`src/rtl/sysdec_pkg.sv`:
```
package sysdec_pkg;

    localparam int MAP_AW   = 24;
    localparam int MAP_NWIN = 10;
    localparam int LVL_W    = 3;

    typedef enum logic [1:0] {
        SZ_BYTE = 2'd0,
        SZ_WORD = 2'd1,
        SZ_LONG = 2'd2,
        SZ_BAD  = 2'd3
    } acc_size_e;

    typedef enum logic {
        ST_BOOT = 1'b0,
        ST_RUN  = 1'b1
    } ovl_state_e;

    // Inclusive lower bound of each peripheral window, in priority order.
    function automatic logic [MAP_AW-1:0] win_lo(input int idx);
        case (idx)
            0:       win_lo = 24'h180000;
            1:       win_lo = 24'h200000;
            2:       win_lo = 24'h3A0001;
            3:       win_lo = 24'h3A4001;
            4:       win_lo = 24'h3A8001;
            5:       win_lo = 24'h3AC001;
            6:       win_lo = 24'h3B0001;
            7:       win_lo = 24'h3B4001;
            8:       win_lo = 24'h3B8001;
            9:       win_lo = 24'h3BC001;
            default: win_lo = '1;
        endcase
    endfunction

    // Exclusive upper bound of each peripheral window.
    function automatic logic [MAP_AW-1:0] win_hi(input int idx);
        case (idx)
            0:       win_hi = 24'h200000;
            1:       win_hi = 24'h280002;
            2:       win_hi = 24'h3A4001;
            3:       win_hi = 24'h3A8001;
            4:       win_hi = 24'h3AC001;
            5:       win_hi = 24'h3B0001;
            6:       win_hi = 24'h3B4001;
            7:       win_hi = 24'h3B8001;
            8:       win_hi = 24'h3BC001;
            9:       win_hi = 24'h3C0001;
            default: win_hi = '0;
        endcase
    endfunction

    // Interrupt level that each window raises when it requests service.
    function automatic logic [LVL_W-1:0] win_lvl(input int idx);
        case (idx)
            1:       win_lvl = 3'd1;
            2:       win_lvl = 3'd4;
            4:       win_lvl = 3'd5;
            5:       win_lvl = 3'd5;
            9:       win_lvl = 3'd3;
            default: win_lvl = 3'd0;
        endcase
    endfunction

endpackage

```
`src/rtl/sysdec_mem_match.sv`:
```
module sysdec_mem_match #(
    parameter int          AW    = 24,
    parameter logic [AW:0] BASE  = '0,
    parameter logic [AW:0] BYTES = 1
) (
    input  logic [AW-1:0] addr,
    input  logic [2:0]    nbytes,
    output logic          hit
);
    localparam logic [AW+1:0] LIMIT = {1'b0, BASE} + {1'b0, BYTES};

    logic [AW+1:0] last_excl;

    always_comb begin
        last_excl = {2'b00, addr} + {{(AW-1){1'b0}}, nbytes};
        hit = (nbytes != 3'd0)
           && ({1'b0, addr} >= BASE)
           && (last_excl <= LIMIT);
    end
endmodule

```
`src/rtl/sysdec_periph_match.sv`:
```
module sysdec_periph_match
    import sysdec_pkg::*;
#(
    parameter int AW   = MAP_AW,
    parameter int NWIN = MAP_NWIN
) (
    input  logic [AW-1:0]   addr,
    output logic [NWIN-1:0] sel,
    output logic [AW-1:0]   off
);
    logic [NWIN-1:0] raw_hit;
    logic [AW-1:0]   win_off [NWIN];

    for (genvar g = 0; g < NWIN; g++) begin : g_win
        localparam logic [AW-1:0] LO = AW'(win_lo(g));
        localparam logic [AW-1:0] HI = AW'(win_hi(g));
        logic [AW-1:0] delta;
        assign raw_hit[g] = (addr >= LO) && (addr < HI);
        assign delta      = addr - LO;
        if (LO[0]) begin : g_odd
            assign win_off[g] = delta >> 1;
        end else begin : g_even
            assign win_off[g] = delta;
        end
    end

    // First matching window in table order wins.
    always_comb begin
        logic found;
        found = 1'b0;
        sel   = '0;
        off   = '0;
        for (int i = 0; i < NWIN; i++) begin
            if (raw_hit[i] && !found) begin
                found  = 1'b1;
                sel[i] = 1'b1;
                off    = win_off[i];
            end
        end
    end
endmodule

```
`src/rtl/sysdec_irq_level.sv`:
```
module sysdec_irq_level
    import sysdec_pkg::*;
#(
    parameter int NWIN = MAP_NWIN
) (
    input  logic [NWIN-1:0]  irq,
    output logic [LVL_W-1:0] level
);
    always_comb begin
        level = '0;
        for (int i = 0; i < NWIN; i++) begin
            if (irq[i] && (win_lvl(i) > level)) begin
                level = win_lvl(i);
            end
        end
    end
endmodule

```
`src/rtl/sysbus_decoder.sv`:
```
module sysbus_decoder
    import sysdec_pkg::*;
#(
    parameter int                 ADDR_W    = MAP_AW,
    parameter int                 NDEV      = MAP_NWIN,
    parameter logic [ADDR_W-1:0]  RAM_BASE  = 24'h000000,
    parameter logic [ADDR_W:0]    RAM_BYTES = 25'h100000,
    parameter logic [ADDR_W-1:0]  ROM_BASE  = 24'h100000,
    parameter logic [ADDR_W:0]    ROM_BYTES = 25'h010000,
    parameter logic [ADDR_W-1:0]  VEC_SP    = 24'h000000,
    parameter logic [ADDR_W-1:0]  VEC_PC    = 24'h000004
) (
    input  logic              clk,
    input  logic              rst,
    input  logic              acc_valid,
    input  logic [ADDR_W-1:0] acc_addr,
    input  logic [1:0]        acc_size,
    input  logic              acc_wr,
    input  logic [NDEV-1:0]   dev_irq,
    output logic              ram_sel,
    output logic              rom_sel,
    output logic [NDEV-1:0]   dev_sel,
    output logic [ADDR_W-1:0] phys_addr,
    output logic [ADDR_W-1:0] reg_off,
    output logic              bus_err,
    output logic [LVL_W-1:0]  ipl,
    output logic              overlay_on
);
    ovl_state_e        state_q, state_d;
    acc_size_e         size_e;
    logic [2:0]        nbytes;
    logic              ram_hit, rom_hit;
    logic [NDEV-1:0]   win_sel;
    logic [ADDR_W-1:0] win_off;
    logic              vec_fetch, boot_done;

    assign size_e = acc_size_e'(acc_size);

    always_comb begin
        unique case (size_e)
            SZ_BYTE: nbytes = 3'd1;
            SZ_WORD: nbytes = 3'd2;
            SZ_LONG: nbytes = 3'd4;
            default: nbytes = 3'd0;
        endcase
    end

    sysdec_mem_match #(
        .AW(ADDR_W), .BASE({1'b0, RAM_BASE}), .BYTES(RAM_BYTES)
    ) u_ram_match (
        .addr(acc_addr), .nbytes(nbytes), .hit(ram_hit)
    );

    sysdec_mem_match #(
        .AW(ADDR_W), .BASE({1'b0, ROM_BASE}), .BYTES(ROM_BYTES)
    ) u_rom_match (
        .addr(acc_addr), .nbytes(nbytes), .hit(rom_hit)
    );

    sysdec_periph_match #(
        .AW(ADDR_W), .NWIN(NDEV)
    ) u_periph (
        .addr(acc_addr), .sel(win_sel), .off(win_off)
    );

    sysdec_irq_level #(
        .NWIN(NDEV)
    ) u_irq (
        .irq(dev_irq), .level(ipl)
    );

    assign vec_fetch = acc_valid && !acc_wr && (size_e == SZ_LONG)
                    && ((acc_addr == VEC_SP) || (acc_addr == VEC_PC));
    assign boot_done = vec_fetch && (acc_addr == VEC_PC);

    // State register
    always_ff @(posedge clk) begin
        if (rst) begin
            state_q <= ST_BOOT;
        end else begin
            state_q <= state_d;
        end
    end

    // Next state
    always_comb begin
        state_d = state_q;
        unique case (state_q)
            ST_BOOT: if (boot_done) state_d = ST_RUN;
            ST_RUN:  state_d = ST_RUN;
            default: state_d = ST_BOOT;
        endcase
    end

    // Outputs
    always_comb begin
        ram_sel    = 1'b0;
        rom_sel    = 1'b0;
        dev_sel    = '0;
        reg_off    = '0;
        bus_err    = 1'b0;
        phys_addr  = acc_addr;
        overlay_on = (state_q == ST_BOOT);
        unique case (state_q)
            ST_BOOT: begin
                if (vec_fetch) begin
                    rom_sel   = 1'b1;
                    phys_addr = ROM_BASE + acc_addr;
                end else if (acc_valid) begin
                    bus_err = 1'b1;
                end
            end
            ST_RUN: begin
                if (acc_valid) begin
                    if (size_e == SZ_BAD) begin
                        bus_err = 1'b1;
                    end else if (ram_hit) begin
                        ram_sel = 1'b1;
                    end else if (rom_hit && !acc_wr) begin
                        rom_sel = 1'b1;
                    end else if (rom_hit) begin
                        bus_err = 1'b1;
                    end else if (|win_sel) begin
                        dev_sel = win_sel;
                        reg_off = win_off;
                    end else begin
                        bus_err = 1'b1;
                    end
                end
            end
            default: bus_err = acc_valid;
        endcase
    end
endmodule

```
`config.mk`:
```
export PLATFORM = sky130hd
export DESIGN_NAME = sysbus_decoder
export DESIGN_NICKNAME = d
export VERILOG_FILES = /design/src/rtl/sysdec_pkg.sv /design/src/rtl/sysdec_mem_match.sv /design/src/rtl/sysdec_periph_match.sv /design/src/rtl/sysdec_irq_level.sv /design/src/rtl/sysbus_decoder.sv
export SDC_FILE = /design/constraint.sdc
export NUM_CORES = 1
export LEC_CHECK = 0
export ABC_AREA = 0
export BUFFER_PORTS_ARGS = -buffer_cell sky130_fd_sc_hd__buf_2
export CORE_ASPECT_RATIO = 0.7
export CORE_MARGIN = 8
export CORE_UTILIZATION = 50
export CTS_CLUSTER_SIZE = 14
export DETAILED_ROUTE_END_ITERATION = 10
export GPL_TIMING_DRIVEN = 0
export PLACE_DENSITY = 0.77
export SLEW_MARGIN = 20
export SYNTH_ARGS = -nofsm -noshare
export SYNTH_HDL_FRONTEND = slang
export SYNTH_SLANG_ARGS = --single-unit
```
`constraint.sdc`:
```
create_clock -name clk -period 4.35 [get_ports clk]
set_clock_uncertainty 0.1 [all_clocks]
set_input_delay 0.6525 -clock clk [delete_from_list [all_inputs] [get_ports clk]]
set_output_delay 0.6525 -clock clk [all_outputs]
set_load 0.05 [all_outputs]
```
==> flow_summary.toml <==
[clock_tree]
insertion_delay_ns = 0
cts.clk_slew.worst_paths_ns = 0
hold_buffers = 0

[job]
cap_violations = 0

[logic_synthesis]
post_synth_main_area_contributors = "nor2_1, xnor2_1, ha_1"
netlist_area_sq_mm = 0.00351
synth_edf_count = 0
yosysMostFrequentCell = "nor2_1"
synth_commonest_cells = "nor2_1, nand2_1, a21oi_1"
async_flop_share_pct = 0
synth_top_area_cell = "nor2_1"
synth_seq_cells = 1
yosysWarnings = 0
synth_nets = 615
synth_ff_type = "dfxtp_1"
synthCells = 558
synth.avg_cell_area_sq_um = 6.28
yosysTopAreaCellShare_pct = 6.32
ys_types = 81
seq_area_frac_synth_pct = 0.571

[timing]
rsz0062_at_grt = "yes"
hold_slack_ns = 0.486
setup_slack_ns = -0.118
setup_violations = 14
maxSlewViolCount = 0
slew_headroom_pct = 48.2
worstMarginPinSlew_ns = 0.769
post-route-min-period_ns = 4.47
setup-tns-final_ns = -0.531
fmax_mhz = 224
finalCritPeriodShare_pct = 103
hold_viol_final = 0

[finish]
instances_no_fill = 773
layout-drive-gt1-share_pct = 43.2
reg.largest.list = "state_q x1"
fillCellCount = 527
final_nets = 738
largest_reg_flops = 1
largest_register = "state_q"
diodes = 0
area_growth_pct = 48.1
layout.area.seq_sq_um = 20.0
multi_input_area_sq_mm = 0.00366

[hold_path]
min_path_type = "flop to flop"

[drt]
viasPerCell = 7.11
vias = 5495
drtAntennaViolNets = 0
drcViolationCount = 0
wl_per_cell_um = 24.4
firstDrtPassIters = 7
drtIter0Drc = 919
postRouteWirelength_um = 18800

[run_status]
violations = "setup timing"
status = "complete, but fails checks"

[place]
gp_congestion = 1.02
port_buffers = 93
dp.cells = 745
hpwl_um = 13100

[critical_path]
crit_path_max_fanout = 8
critPathLaunchType = "input port"
required_ns = 3.60
cp-end-kind = "primary output"
worstSetupPathType = "input port to primary output"
worstPathArrival_ns = 3.72

[floorplanning]
dieArea_sq_mm = 0.00999
core_sq_mm = 0.00676
die_y_um = 86.1
ios = 105
rows = 25
initial_core_util_pct = 51.9
die_w_um = 116

[power]
irDropWorstVdd_v = 0.0000697
power_leakage_uw = 0.00201
power_density_mw_per_mm2 = 78.7

[global_routing]
grt.total_usage_pct = 33.4
grt_pass1_wl_um = 26800
grt_antenna_before_repair = 0
grt_max_degree = 11
grt_remaining_overflow = 0
grt_pass1_vias = 4944
cell families after synthesis:
family / after synthesis / synth area share, %
AOI/OAI and AO/OA: 162 / 31.3
xor gates and xnor gates: 29 / 7.24
adders and majority gates: 17 / 6.28
buffers and inverters: 83 / 12.0
DFF: 1 / 0.571
muxes: 7 / 2.11
and+or+nand+nor: 259 / 40.5
worst paths after layout:
kind,start,to,slack [ns],cells past startpoint
worst max register to register,state_q,state_q,3.59,2
worst min register to register,state_q,state_q,0.49,2
worst max-delay path,acc_addr[0],reg_off[16],-0.12,13
worst min-delay path,state_q,state_q,0.49,2
where the power goes:
part / internal, uW / switching [uW] / leakage, uW
Clock: 0 / 0 / 0
Sequential: 9.36 / 0.000000110 / 0.00000805
Combinational: 133 / 266 / 0.00200
Total: 143 / 266 / 0.00201
metal layers:
metal	global-route usage, %	share of wire, %	vias to the layer above
li1	-	-	2302
met1	43.7	38	2514
met2	50.4	42	562
met3	11.3	16	117
met4	9.38	4.0	0
met5	0	0	-
final cells by class:
type                            count  share of cell area, %
Buffer                             54                   6.94
Inverter                           23                   2.12
Multi-Input combinational cell    474                   70.5
Sequential cell                     1                  0.386
Tap cell                           94                   2.27
Timing Repair Buffer              127                   17.8
cell usage in the layout, fill, tap and decap left out, types with 16 or more instances in the layout:
cell / synthesis / routed
buf_2: 8 / 72
buf_4: 20 / 53
nand2_1: 53 / 51
nor2_1: 59 / 41
buf_6: 3 / 29
o21ai_0: 32 / 28
a21oi_1: 39 / 26
xnor2_1: 23 / 21
nand3_1: 26 / 20
nor3_1: 26 / 18
inv_1: 19 / 16
metrics by stage:
step	worst slack (ns)	cell area, sq um	utilization (%)	total power [uW]
4_1_cts	0.00422	4790	70.9	360
6_report	-0.118	5190	76.9	408
5_1_grt	-0.145	5190	76.9	422
3_5_place_dp	-1.00	4210	62.3	330
3_3_place_gp	-0.970	4210	62.3	324
2_1_floorplan	-0.242	3630	-	236
repair_timing:
action / 4_1_cts / 5_1_grt
gates cloned: 1 / 0
pin swaps: 16 / 20
endpoints found under the setup margin: 36 / 32
resized for setup: 112 / 88
setup buffers: 19 / 14
worst max-delay path, cell delays in order:
cell	delay (ns)
buf_12	0.13
inv_4	0.06
ha_4	0.15
or3b_4	0.41
nor4_4	0.17
buf_4	0.22
a31oi_4	0.09
or4_4	0.55
nand3_4	0.16
nand4b_4	0.29
or3_4	0.51
a21oi_4	0.13
buf_6	0.17
Power figures use the tool's default switching activity.
